===== src/rtl/irq_cpuif_pkg.sv =====
package irq_cpuif_pkg;
    localparam int PW = 8;
    localparam int IW = 10;

    typedef enum logic [1:0] {
        GRP0   = 2'd0,
        GRP1S  = 2'd1,
        GRP1NS = 2'd2,
        GRPX   = 2'd3
    } grp_e;

    localparam logic [IW-1:0] ID_SPURIOUS = 10'd1023;
    localparam logic [IW-1:0] ID_OTHER_S  = 10'd1020;
    localparam logic [IW-1:0] ID_OTHER_NS = 10'd1021;
    localparam logic [PW-1:0] PRIO_IDLE   = 8'hFF;

    // group field selected by the binary point
    function automatic logic [PW-1:0] grp_field(input logic [PW-1:0] p, input logic [2:0] bp);
        return p & (8'hFF << bp);
    endfunction
endpackage


===== src/rtl/irq_best_sel.sv =====
module irq_best_sel
    import irq_cpuif_pkg::*;
#(
    parameter int NUM_SRC   = 8,
    parameter int PRIO_BITS = 5
) (
    input  logic [NUM_SRC-1:0]    pend,
    input  logic [NUM_SRC-1:0]    en,
    input  logic [2*NUM_SRC-1:0]  grp,
    input  logic [PW*NUM_SRC-1:0] prio,
    input  logic [IW*NUM_SRC-1:0] id,
    input  logic [2:0]            glb_en,
    input  logic [2:0]            cpu_en,
    output logic                  found,
    output logic [PW-1:0]         best_prio,
    output logic [IW-1:0]         best_id,
    output logic [1:0]            best_grp
);
    localparam logic [PW-1:0] PMASK = 8'hFF << (PW - PRIO_BITS);

    logic [NUM_SRC-1:0] elig;
    logic [PW-1:0]      p_t  [NUM_SRC];
    logic [IW-1:0]      id_s [NUM_SRC];
    logic [1:0]         g_s  [NUM_SRC];

    for (genvar i = 0; i < NUM_SRC; i++) begin : g_src
        assign g_s[i]  = grp[2*i +: 2];
        assign p_t[i]  = prio[PW*i +: PW] & PMASK;
        assign id_s[i] = id[IW*i +: IW];
        assign elig[i] = pend[i] && en[i] && (g_s[i] != GRPX)
                         && glb_en[g_s[i]] && cpu_en[g_s[i]];
    end

    always_comb begin
        found     = 1'b0;
        best_prio = PRIO_IDLE;
        best_id   = ID_SPURIOUS;
        best_grp  = GRPX;
        for (int i = 0; i < NUM_SRC; i++) begin
            if (elig[i] && (!found || (p_t[i] < best_prio)
                            || ((p_t[i] == best_prio) && (id_s[i] < best_id)))) begin
                found     = 1'b1;
                best_prio = p_t[i];
                best_id   = id_s[i];
                best_grp  = g_s[i];
            end
        end
    end
endmodule


===== src/rtl/irq_run_stack.sv =====
module irq_run_stack
    import irq_cpuif_pkg::*;
#(
    parameter int DEPTH = 4
) (
    input  logic          clk,
    input  logic          rst_n,
    input  logic          push,
    input  logic [PW-1:0] push_prio,
    input  logic [IW-1:0] push_id,
    input  logic          pop,
    output logic [PW-1:0] top_prio,
    output logic [IW-1:0] top_id,
    output logic          empty,
    output logic          full
);
    localparam int CW = $clog2(DEPTH + 1);

    typedef struct packed {
        logic [DEPTH-1:0][PW-1:0] prio;
        logic [DEPTH-1:0][IW-1:0] id;
        logic [CW-1:0]            cnt;
    } stk_t;

    stk_t stk_d, stk_q;

    assign empty = (stk_q.cnt == '0);
    assign full  = (int'(stk_q.cnt) == DEPTH);

    always_comb begin
        top_prio = PRIO_IDLE;
        top_id   = ID_SPURIOUS;
        for (int i = 0; i < DEPTH; i++) begin
            if (int'(stk_q.cnt) == i + 1) begin
                top_prio = stk_q.prio[i];
                top_id   = stk_q.id[i];
            end
        end
    end

    always_comb begin
        stk_d = stk_q;
        if (push && !full) begin
            for (int i = 0; i < DEPTH; i++) begin
                if (int'(stk_q.cnt) == i) begin
                    stk_d.prio[i] = push_prio;
                    stk_d.id[i]   = push_id;
                end
            end
            stk_d.cnt = stk_q.cnt + 1'b1;
        end else if (pop && !empty) begin
            stk_d.cnt = stk_q.cnt - 1'b1;
        end
    end

    always_ff @(posedge clk or negedge rst_n) begin
        if (!rst_n) stk_q <= '0;
        else        stk_q <= stk_d;
    end
endmodule


===== src/rtl/irq_prio_cpuif.sv =====
module irq_prio_cpuif
    import irq_cpuif_pkg::*;
#(
    parameter int NUM_SRC     = 8,
    parameter int PRIO_BITS   = 5,
    parameter int STACK_DEPTH = 4
) (
    input  logic                  clk,
    input  logic                  rst_n,
    input  logic [NUM_SRC-1:0]    src_pend,
    input  logic [NUM_SRC-1:0]    src_en,
    input  logic [2*NUM_SRC-1:0]  src_grp,
    input  logic [8*NUM_SRC-1:0]  src_prio,
    input  logic [10*NUM_SRC-1:0] src_id,
    input  logic [2:0]            glb_grp_en,
    input  logic [2:0]            cpu_grp_en,
    input  logic [7:0]            prio_mask,
    input  logic [2:0]            bin_point,
    input  logic                  ack_rd,
    input  logic                  ack_g0,
    input  logic                  at_top_el,
    input  logic                  eoi_wr,
    input  logic                  eoi_mode,
    input  logic                  deact_wr,
    input  logic [9:0]            deact_id_in,
    output logic                  irq_req,
    output logic                  ack_vld,
    output logic [9:0]            ack_id,
    output logic                  deact_vld,
    output logic [9:0]            deact_id,
    output logic [7:0]            run_prio
);
    localparam logic [PW-1:0] PMASK = 8'hFF << (PW - PRIO_BITS);

    typedef struct packed {
        logic          ack_vld;
        logic [IW-1:0] ack_id;
        logic          deact_vld;
        logic [IW-1:0] deact_id;
    } out_t;

    out_t o_d, o_q;

    logic          found;
    logic [PW-1:0] best_prio;
    logic [IW-1:0] best_id;
    logic [1:0]    best_grp;
    logic [PW-1:0] top_prio;
    logic [IW-1:0] top_id;
    logic          stk_empty, stk_full;
    logic          pass_mask, pass_pre, signal;
    logic          take, pop;
    logic [IW-1:0] ack_res;

    irq_best_sel #(.NUM_SRC(NUM_SRC), .PRIO_BITS(PRIO_BITS)) u_sel (
        .pend(src_pend), .en(src_en), .grp(src_grp), .prio(src_prio), .id(src_id),
        .glb_en(glb_grp_en), .cpu_en(cpu_grp_en),
        .found(found), .best_prio(best_prio), .best_id(best_id), .best_grp(best_grp)
    );

    irq_run_stack #(.DEPTH(STACK_DEPTH)) u_stk (
        .clk(clk), .rst_n(rst_n),
        .push(take), .push_prio(best_prio), .push_id(best_id), .pop(pop),
        .top_prio(top_prio), .top_id(top_id), .empty(stk_empty), .full(stk_full)
    );

    assign pass_mask = best_prio < (prio_mask & PMASK);
    assign pass_pre  = stk_empty ||
                       (grp_field(best_prio, bin_point) < grp_field(top_prio, bin_point));
    assign signal    = found && pass_mask && pass_pre && !stk_full;
    assign pop       = eoi_wr && !ack_rd;

    always_comb begin
        ack_res = ID_SPURIOUS;
        take    = 1'b0;
        if (signal) begin
            if (ack_g0) begin
                if (best_grp == GRP0) begin
                    ack_res = best_id;
                    take    = ack_rd;
                end else if (at_top_el) begin
                    ack_res = (best_grp == GRP1S) ? ID_OTHER_S : ID_OTHER_NS;
                end
            end else if (best_grp == GRP1S || best_grp == GRP1NS) begin
                ack_res = best_id;
                take    = ack_rd;
            end
        end
    end

    always_comb begin
        o_d           = o_q;
        o_d.ack_vld   = ack_rd;
        o_d.deact_vld = 1'b0;
        if (ack_rd) o_d.ack_id = ack_res;
        if (pop && !stk_empty && !eoi_mode) begin
            o_d.deact_vld = 1'b1;
            o_d.deact_id  = top_id;
        end else if (deact_wr && eoi_mode && !ack_rd && !eoi_wr) begin
            o_d.deact_vld = 1'b1;
            o_d.deact_id  = deact_id_in;
        end
    end

    always_ff @(posedge clk or negedge rst_n) begin
        if (!rst_n) o_q <= '{ack_vld: 1'b0, ack_id: ID_SPURIOUS, deact_vld: 1'b0, deact_id: '0};
        else        o_q <= o_d;
    end

    assign irq_req   = signal;
    assign ack_vld   = o_q.ack_vld;
    assign ack_id    = o_q.ack_id;
    assign deact_vld = o_q.deact_vld;
    assign deact_id  = o_q.deact_id;
    assign run_prio  = top_prio;
endmodule


===== config.mk =====
export PLATFORM = sky130hd
export DESIGN_NAME = irq_prio_cpuif
export DESIGN_NICKNAME = d
export VERILOG_FILES = /design/src/rtl/irq_cpuif_pkg.sv /design/src/rtl/irq_best_sel.sv /design/src/rtl/irq_run_stack.sv /design/src/rtl/irq_prio_cpuif.sv
export SDC_FILE = /design/constraint.sdc
export NUM_CORES = 1
export LEC_CHECK = 0
export ABC_AREA = 0
export BUFFER_PORTS_ARGS = -buffer_cell sky130_fd_sc_hd__buf_4
export CELL_PAD_IN_SITES_DETAIL_PLACEMENT = 2
export CELL_PAD_IN_SITES_GLOBAL_PLACEMENT = 2
export CORE_ASPECT_RATIO = 1.4
export CORE_UTILIZATION = 34
export CTS_BUF_LIST = sky130_fd_sc_hd__clkbuf_8 sky130_fd_sc_hd__clkbuf_16
export DETAILED_ROUTE_END_ITERATION = 8
export GPL_TIMING_DRIVEN = 0
export PLACE_DENSITY = 0.95
export SETUP_SLACK_MARGIN = 0.3
export SYNTH_ARGS = -nofsm -noshare
export SYNTH_HDL_FRONTEND = slang
export SYNTH_SLANG_ARGS = --single-unit

===== constraint.sdc =====
create_clock -name clk -period 54.9 [get_ports clk]
set_input_delay 8.235 -clock clk [delete_from_list [all_inputs] [get_ports clk]]
set_output_delay 8.235 -clock clk [all_outputs]
set_load 0.1 [all_outputs]

======== Yosys cells after proc, flatten, opt, wreduce, memory -nomap -nowiden ========
Index checks and enable logic that the tools add are counted.
cells by class
  add/subtract/negate cells ............... 2
  $lt $le $gt $ge ......................... 24
  eq/ne operators ......................... 21
  shifts and indexed selects .............. 1
  muxes and demuxes ....................... 86
  bitwise logic cells ..................... 2
  reductions and logical operators ........ 93
operators with widths
  operator             number
  $mux 10              16
  $mux 8               12
  $lt 8x8->1           9
  $lt 10x10->1         7
  $eq 8x8->1           7
  $logic_and 1x1->1    56
  $bmux 1 s2           16
  $mux 1               29
  $lt 2x3->1 const B   8
  $mux 11              2
  $mux 2               9
  $and 8x8->8          2
  $logic_or 1x1->1     16
  $ne 2x2->1 const B   8
  $logic_not 1->1      12
  $eq 3x3->1 const B   3
  $reduce_and 2->1     4
  $shl 8x3->8 const A  1
  $logic_not 3->1      2
  $mux 3               2
  $reduce_bool 2->1    2
  $add 3x1->3 const B  1
  $eq 3x2->1 const B   1
  $sub 3x1->3 const B  1
  other kinds (3)      3
word-level totals
  register bits after elaboration ......... 97

======== Longest topological paths before layout ========
  depth after elaboration ................. 48
  mapped depth ............................ 122
  mapped depth without buffers ............ 105

======== Cells and area by module ========
Synthesis repeated with hierarchy kept, for this count alone.
unflattened totals
  cell total of the unflattened synthesis .. 1047
  area total of the unflattened synthesis .. 9494.1 µm²
modules (own cells, without submodules)
  module          times used  cells an instance  area each (µm²)
  irq_best_sel    1           635                4559.4
  irq_run_stack   1           250                3510.9
  irq_prio_cpuif  1           162                1423.9

======== Worst setup path before layout ========
No wires, ideal clock.
  path kind ............................... in2out
  from .................................... in glb_grp_en[0]
  to ...................................... out irq_req
  arrival time ............................ 28.455 ns
  data required time ...................... 46.665 ns
  path slack .............................. 18.210 ns
  stages on the path ...................... 111
  path buffers ............................ 18
  cells stage by stage .................... buf_4 a211oi_1 a21o_1 or2_2 buf_2 buf_1 nor2_1 ha_1 a2111oi_0 nand2_1 a2111oi_0 or3_4 nand2_1 clkbuf_1 clkbuf_1 a21oi_1 inv_1 ha_1 [... 75 more ...] nor2_1 o21ai_1 o31ai_1 clkbuf_1 nor2_1 a21oi_1 nor2b_1 ha_1 a21o_1 a21o_1 a21o_1 a21oi_1 o21ai_0 or2_2 o32a_1 buf_6 clkbuf_1 inv_1
on the way
  word-level cells in the longest chain between the ends .. 45
  elaborated cells on any way between the ends .. 118
  those cells by class .................... order compare (16); eq/ne (7); mux (39); bitwise (1); reduce/logical (55)
RTL lines
  what                                                          line                                    RTL
  start, declared                                               irq_prio_cpuif.sv:15                    input logic [2:0] glb_grp_en,
  $bmux 1 s2                                                    irq_best_sel.sv:31                      && glb_en[g_s[i]] && cpu_en[g_s[i]];
  $mux 1 (implied by the code)                                  irq_best_sel.sv:31
  $logic_and 1x1->1 (2 in a row)                                irq_best_sel.sv:31
  $mux 10, or another cell as far along                         irq_best_sel.sv:40                      if (elig[i] && (!found || (p_t[i] < best_prio)
  $lt 10x10->1, or another cell as far along                    irq_best_sel.sv:41                      || ((p_t[i] == best_prio) && (id_s[i] < best_id)))) begin
  $logic_and 1x1->1 / $logic_or 1x1->1 (equally long branches)  irq_best_sel.sv:41, irq_best_sel.sv:40
  $logic_or 1x1->1                                              irq_best_sel.sv:41
  $logic_and 1x1->1                                             irq_best_sel.sv:40
  [... 27 more ...]                                             n/a
  $logic_and 1x1->1 / $logic_or 1x1->1 (equally long branches)  irq_best_sel.sv:41, irq_best_sel.sv:40
  $logic_or 1x1->1                                              irq_best_sel.sv:41
  $logic_and 1x1->1                                             irq_best_sel.sv:40
  $mux 8                                                        irq_best_sel.sv:40
  $and 8x8->8                                                   irq_cpuif_pkg.sv:19                     return p & (8'hFF << bp);
  $lt 8x8->1                                                    irq_prio_cpuif.sv:69                    (grp_field(best_prio, bin_point) < grp_field(top_prio, bin_point));
  $logic_or 1x1->1                                              irq_prio_cpuif.sv:68                    assign pass_pre = stk_empty ||
  $logic_and 1x1->1 (*) (2 in a row)                            irq_prio_cpuif.sv:70                    assign signal = found && pass_mask && pass_pre && !stk_full;
  end, declared                                                 irq_prio_cpuif.sv:26                    output logic irq_req,
Mark *: on every way between the ends. The rest lies on a longest branch, timed or not. The select of a mux whose other input is x is not followed.

======== Worst setup path in the final report ========
Ends and elaborated chain as after synthesis.

==> impl_metrics.ini <==
[outcome]
status = finished, final reports clean

[global_route]
grt-ovfl-total = 0
grt_antenna_before_repair = 5
grt_pass1_vias = 11000
grt_max_degree = 90
globalRouteTotalUtil_pct = 28.5
grt_pass1_wl_mm = 60.2

[timing]
slew_headroom_pct = 19.5
setup_viol = 0
final.setup.tns_ps = 0
max_freq_mhz = 22.4
fin_crit_ps = 44670
finalHoldViolations = 0
slew_violations = 0
skew_ps = 14.2
hold_ws_ps = 496
fin_crit_sh_pct = 81.4
rsz0062_at_grt = no
tightestPinTransition_ps = 1190

[logic_synthesis]
yosysTopAreaCellShare_pct = 21.3
netlist_instances = 1081
synth_area_um2 = 9290
synth_common_cells = ha_1, inv_1, nor2_1
yosysMostFrequentCell = ha_1
synth_edf_count = 0
synth-seq-cells = 89
synth_warnings = 0
seq_area_frac_synth_pct = 24.1
synth.net_count = 1400
synth_cell_type_count = 83
async_flop_share_pct = 100
yosysTopAreaCell = dfrtp_1
avgSynthCellArea_um2 = 8.60
synth_area_leaders = dfrtp_1, ha_1, mux2_2
synth_top_flop_cell = dfrtp_1

[drt]
detail_route.first_pass.iterations = 4
top_layer = met4
vias = 9563
vias_per_cell = 5.71
drc = 0
met3WireLength_mm = 1.66
wl_met1_mm = 13.7
drtIter0Drc = 241
wl_met2_mm = 22.5
ant_nets = 0
wl_per_cell_um = 23.9
routed_wl_mm = 40.0

[floorplan]
rows = 71
start_util_pct = 34.6
dieArea_um2 = 28000
boundaryPins = 242
fp.dieW_um = 142
core_um2 = 26800
dieHeight_um = 198

[critical_path]
cp_data_arrival_time_ps = 36430
r2r-start = u_stk.stk_q[1]
critPathRequiredTime_ps = 46670
worstSetupEndpointType = primary output
critPathLaunch = glb_grp_en[0]
r2r-end = u_stk.stk_q[32]
reg2reg_depth = 21
reg2reg_slack_ps = 48980
worstPathMaxFanout = 10
start_kind = primary input
crit_top_cell = o21ai_0
critPathMaxStageDelay_ps = 910
worst_path_max_delay_cell = o31ai_1
critPathKind = in2out
crit_path_end = irq_req

[clock_network]
cts_max_level = 3
clkSlewWorstSetupHoldPaths_ps = 70
cts.repair.resized = 0
root_buffer = clkbuf_16
cts_num_sinks = 89
postCtsSetupRepairBufs = 0
cts_hold_buffers = 0
cts_tree = yes
clock_path_buffers = 2
insertion_delay_ps = 360
numCtsBuffers = 9

[run]
drv_cap = 0

[pwr]
ir_drop_mv = 0.0462
total_power_w = 0.000365
p_leak_nw = 6.01
powerDensity_nw_per_um2 = 31.4

[cells_and_area]
finish.net_count = 1620
area_growth_pct = 25.3
fillers = 3006
drive_gt1_share_pct = 26.6

[min_path]
worstHoldPathType = reg2reg
hold_depth = 1

[placed_design]
port_buffers = 209
gp_congestion = 0.845
hpwl_mm = 33.0
-- cells by family after synthesis --
kind of cell	after synthesis	share of synthesized area [%]
buffers and inverters	152	6.73
flip-flops	89	24.1
multiplexers	139	16.8
XOR/XNOR	6	0.565
AND/OR/NAND/NOR	307	17.3
adder cells (fa/ha/maj)	108	14.5
AO/OA/AOI/OAI	280	20.0
-- critical path, delay by kind of cell --
family                     cells  cell delay [ps]
AOI/OAI and AO/OA             49            12010
buffers and inverters         27             7790
and+or+nand+nor               28             5430
adders and majority gates      8             2200
muxes                          2              700
-- power by group --
| part | total, W | switching, W | internal (W) |
|---|---|---|---|
| clock network | 0.0000665 | 0.0000275 | 0.0000390 |
| registers | 0.0000918 | 0.0000113 | 0.0000805 |
| logic | 0.000207 | 0.000143 | 0.0000636 |
-- sequential cells by signal (all words and copies together), names as in the netlist --
| signal | flops |
|---|---|
| ack_vld | 1 |
| u_stk.stk_q | 67 |
| deact_id | 10 |
| deact_vld | 1 |
| ack_id | 10 |
-- cell usage in the layout (no fill, tap or decap), types with 16 or more instances in the layout --
master / count
o21ai_0: 72
o22ai_1: 16
nor2b_1: 16
mux2i_1: 36
nand4_1: 16
inv_1: 100
mux2_2: 60
a21oi_1: 73
clkbuf_1: 30
ha_1: 108
nand2_1: 74
a21o_1: 17
nor2_1: 88
mux2_1: 32
buf_4: 213
dfrtp_1: 79
nand3_1: 28
-- how the worst min path moves through the flow --
stage                               start              end  slack, ps
after global placement    u_stk.stk_q[66]  u_stk.stk_q[66]        460
after floorplan           u_stk.stk_q[66]  u_stk.stk_q[66]        450
final                      u_stk.stk_q[4]   u_stk.stk_q[4]        500
after CTS                  u_stk.stk_q[4]   u_stk.stk_q[4]        500
after global routing      u_stk.stk_q[18]  u_stk.stk_q[18]        520
after detailed placement  u_stk.stk_q[66]  u_stk.stk_q[66]        480
-- metrics by stage --
stage	utilization, %	std cells	instance area, µm²	setup slack, ps
2_1_floorplan	-	1081	9290	18210
4_1_cts	43.4	1671	11600	10060
3_5_place_dp	42.2	1655	11300	10130
6_report	43.4	1676	11600	10230
3_3_place_gp	42.2	1655	11300	11840
5_1_grt	43.4	1675	11600	8260
-- layer usage --
layer	up-vias	track usage [%]
li1	4368	-
met1	4776	26.3
met2	304	57.3
met3	115	4.22
met4	0	17.6
met5	-	0
-- layout make-up --
type                       count  area (µm²)  area share [%]
buffer                        51         246            2.12
sequential                    89        2240            19.2
tap                          365         457            3.92
clock buffer                  12         267            2.29
multi-input combinational    840        6430            55.2
inverter                     101         379            3.25
clock inverter                 4        50.0           0.430
antenna                        5        12.5           0.107
timing repair buffer         209        1570            13.5
Note: power is estimated with default switching activity, not from simulation.
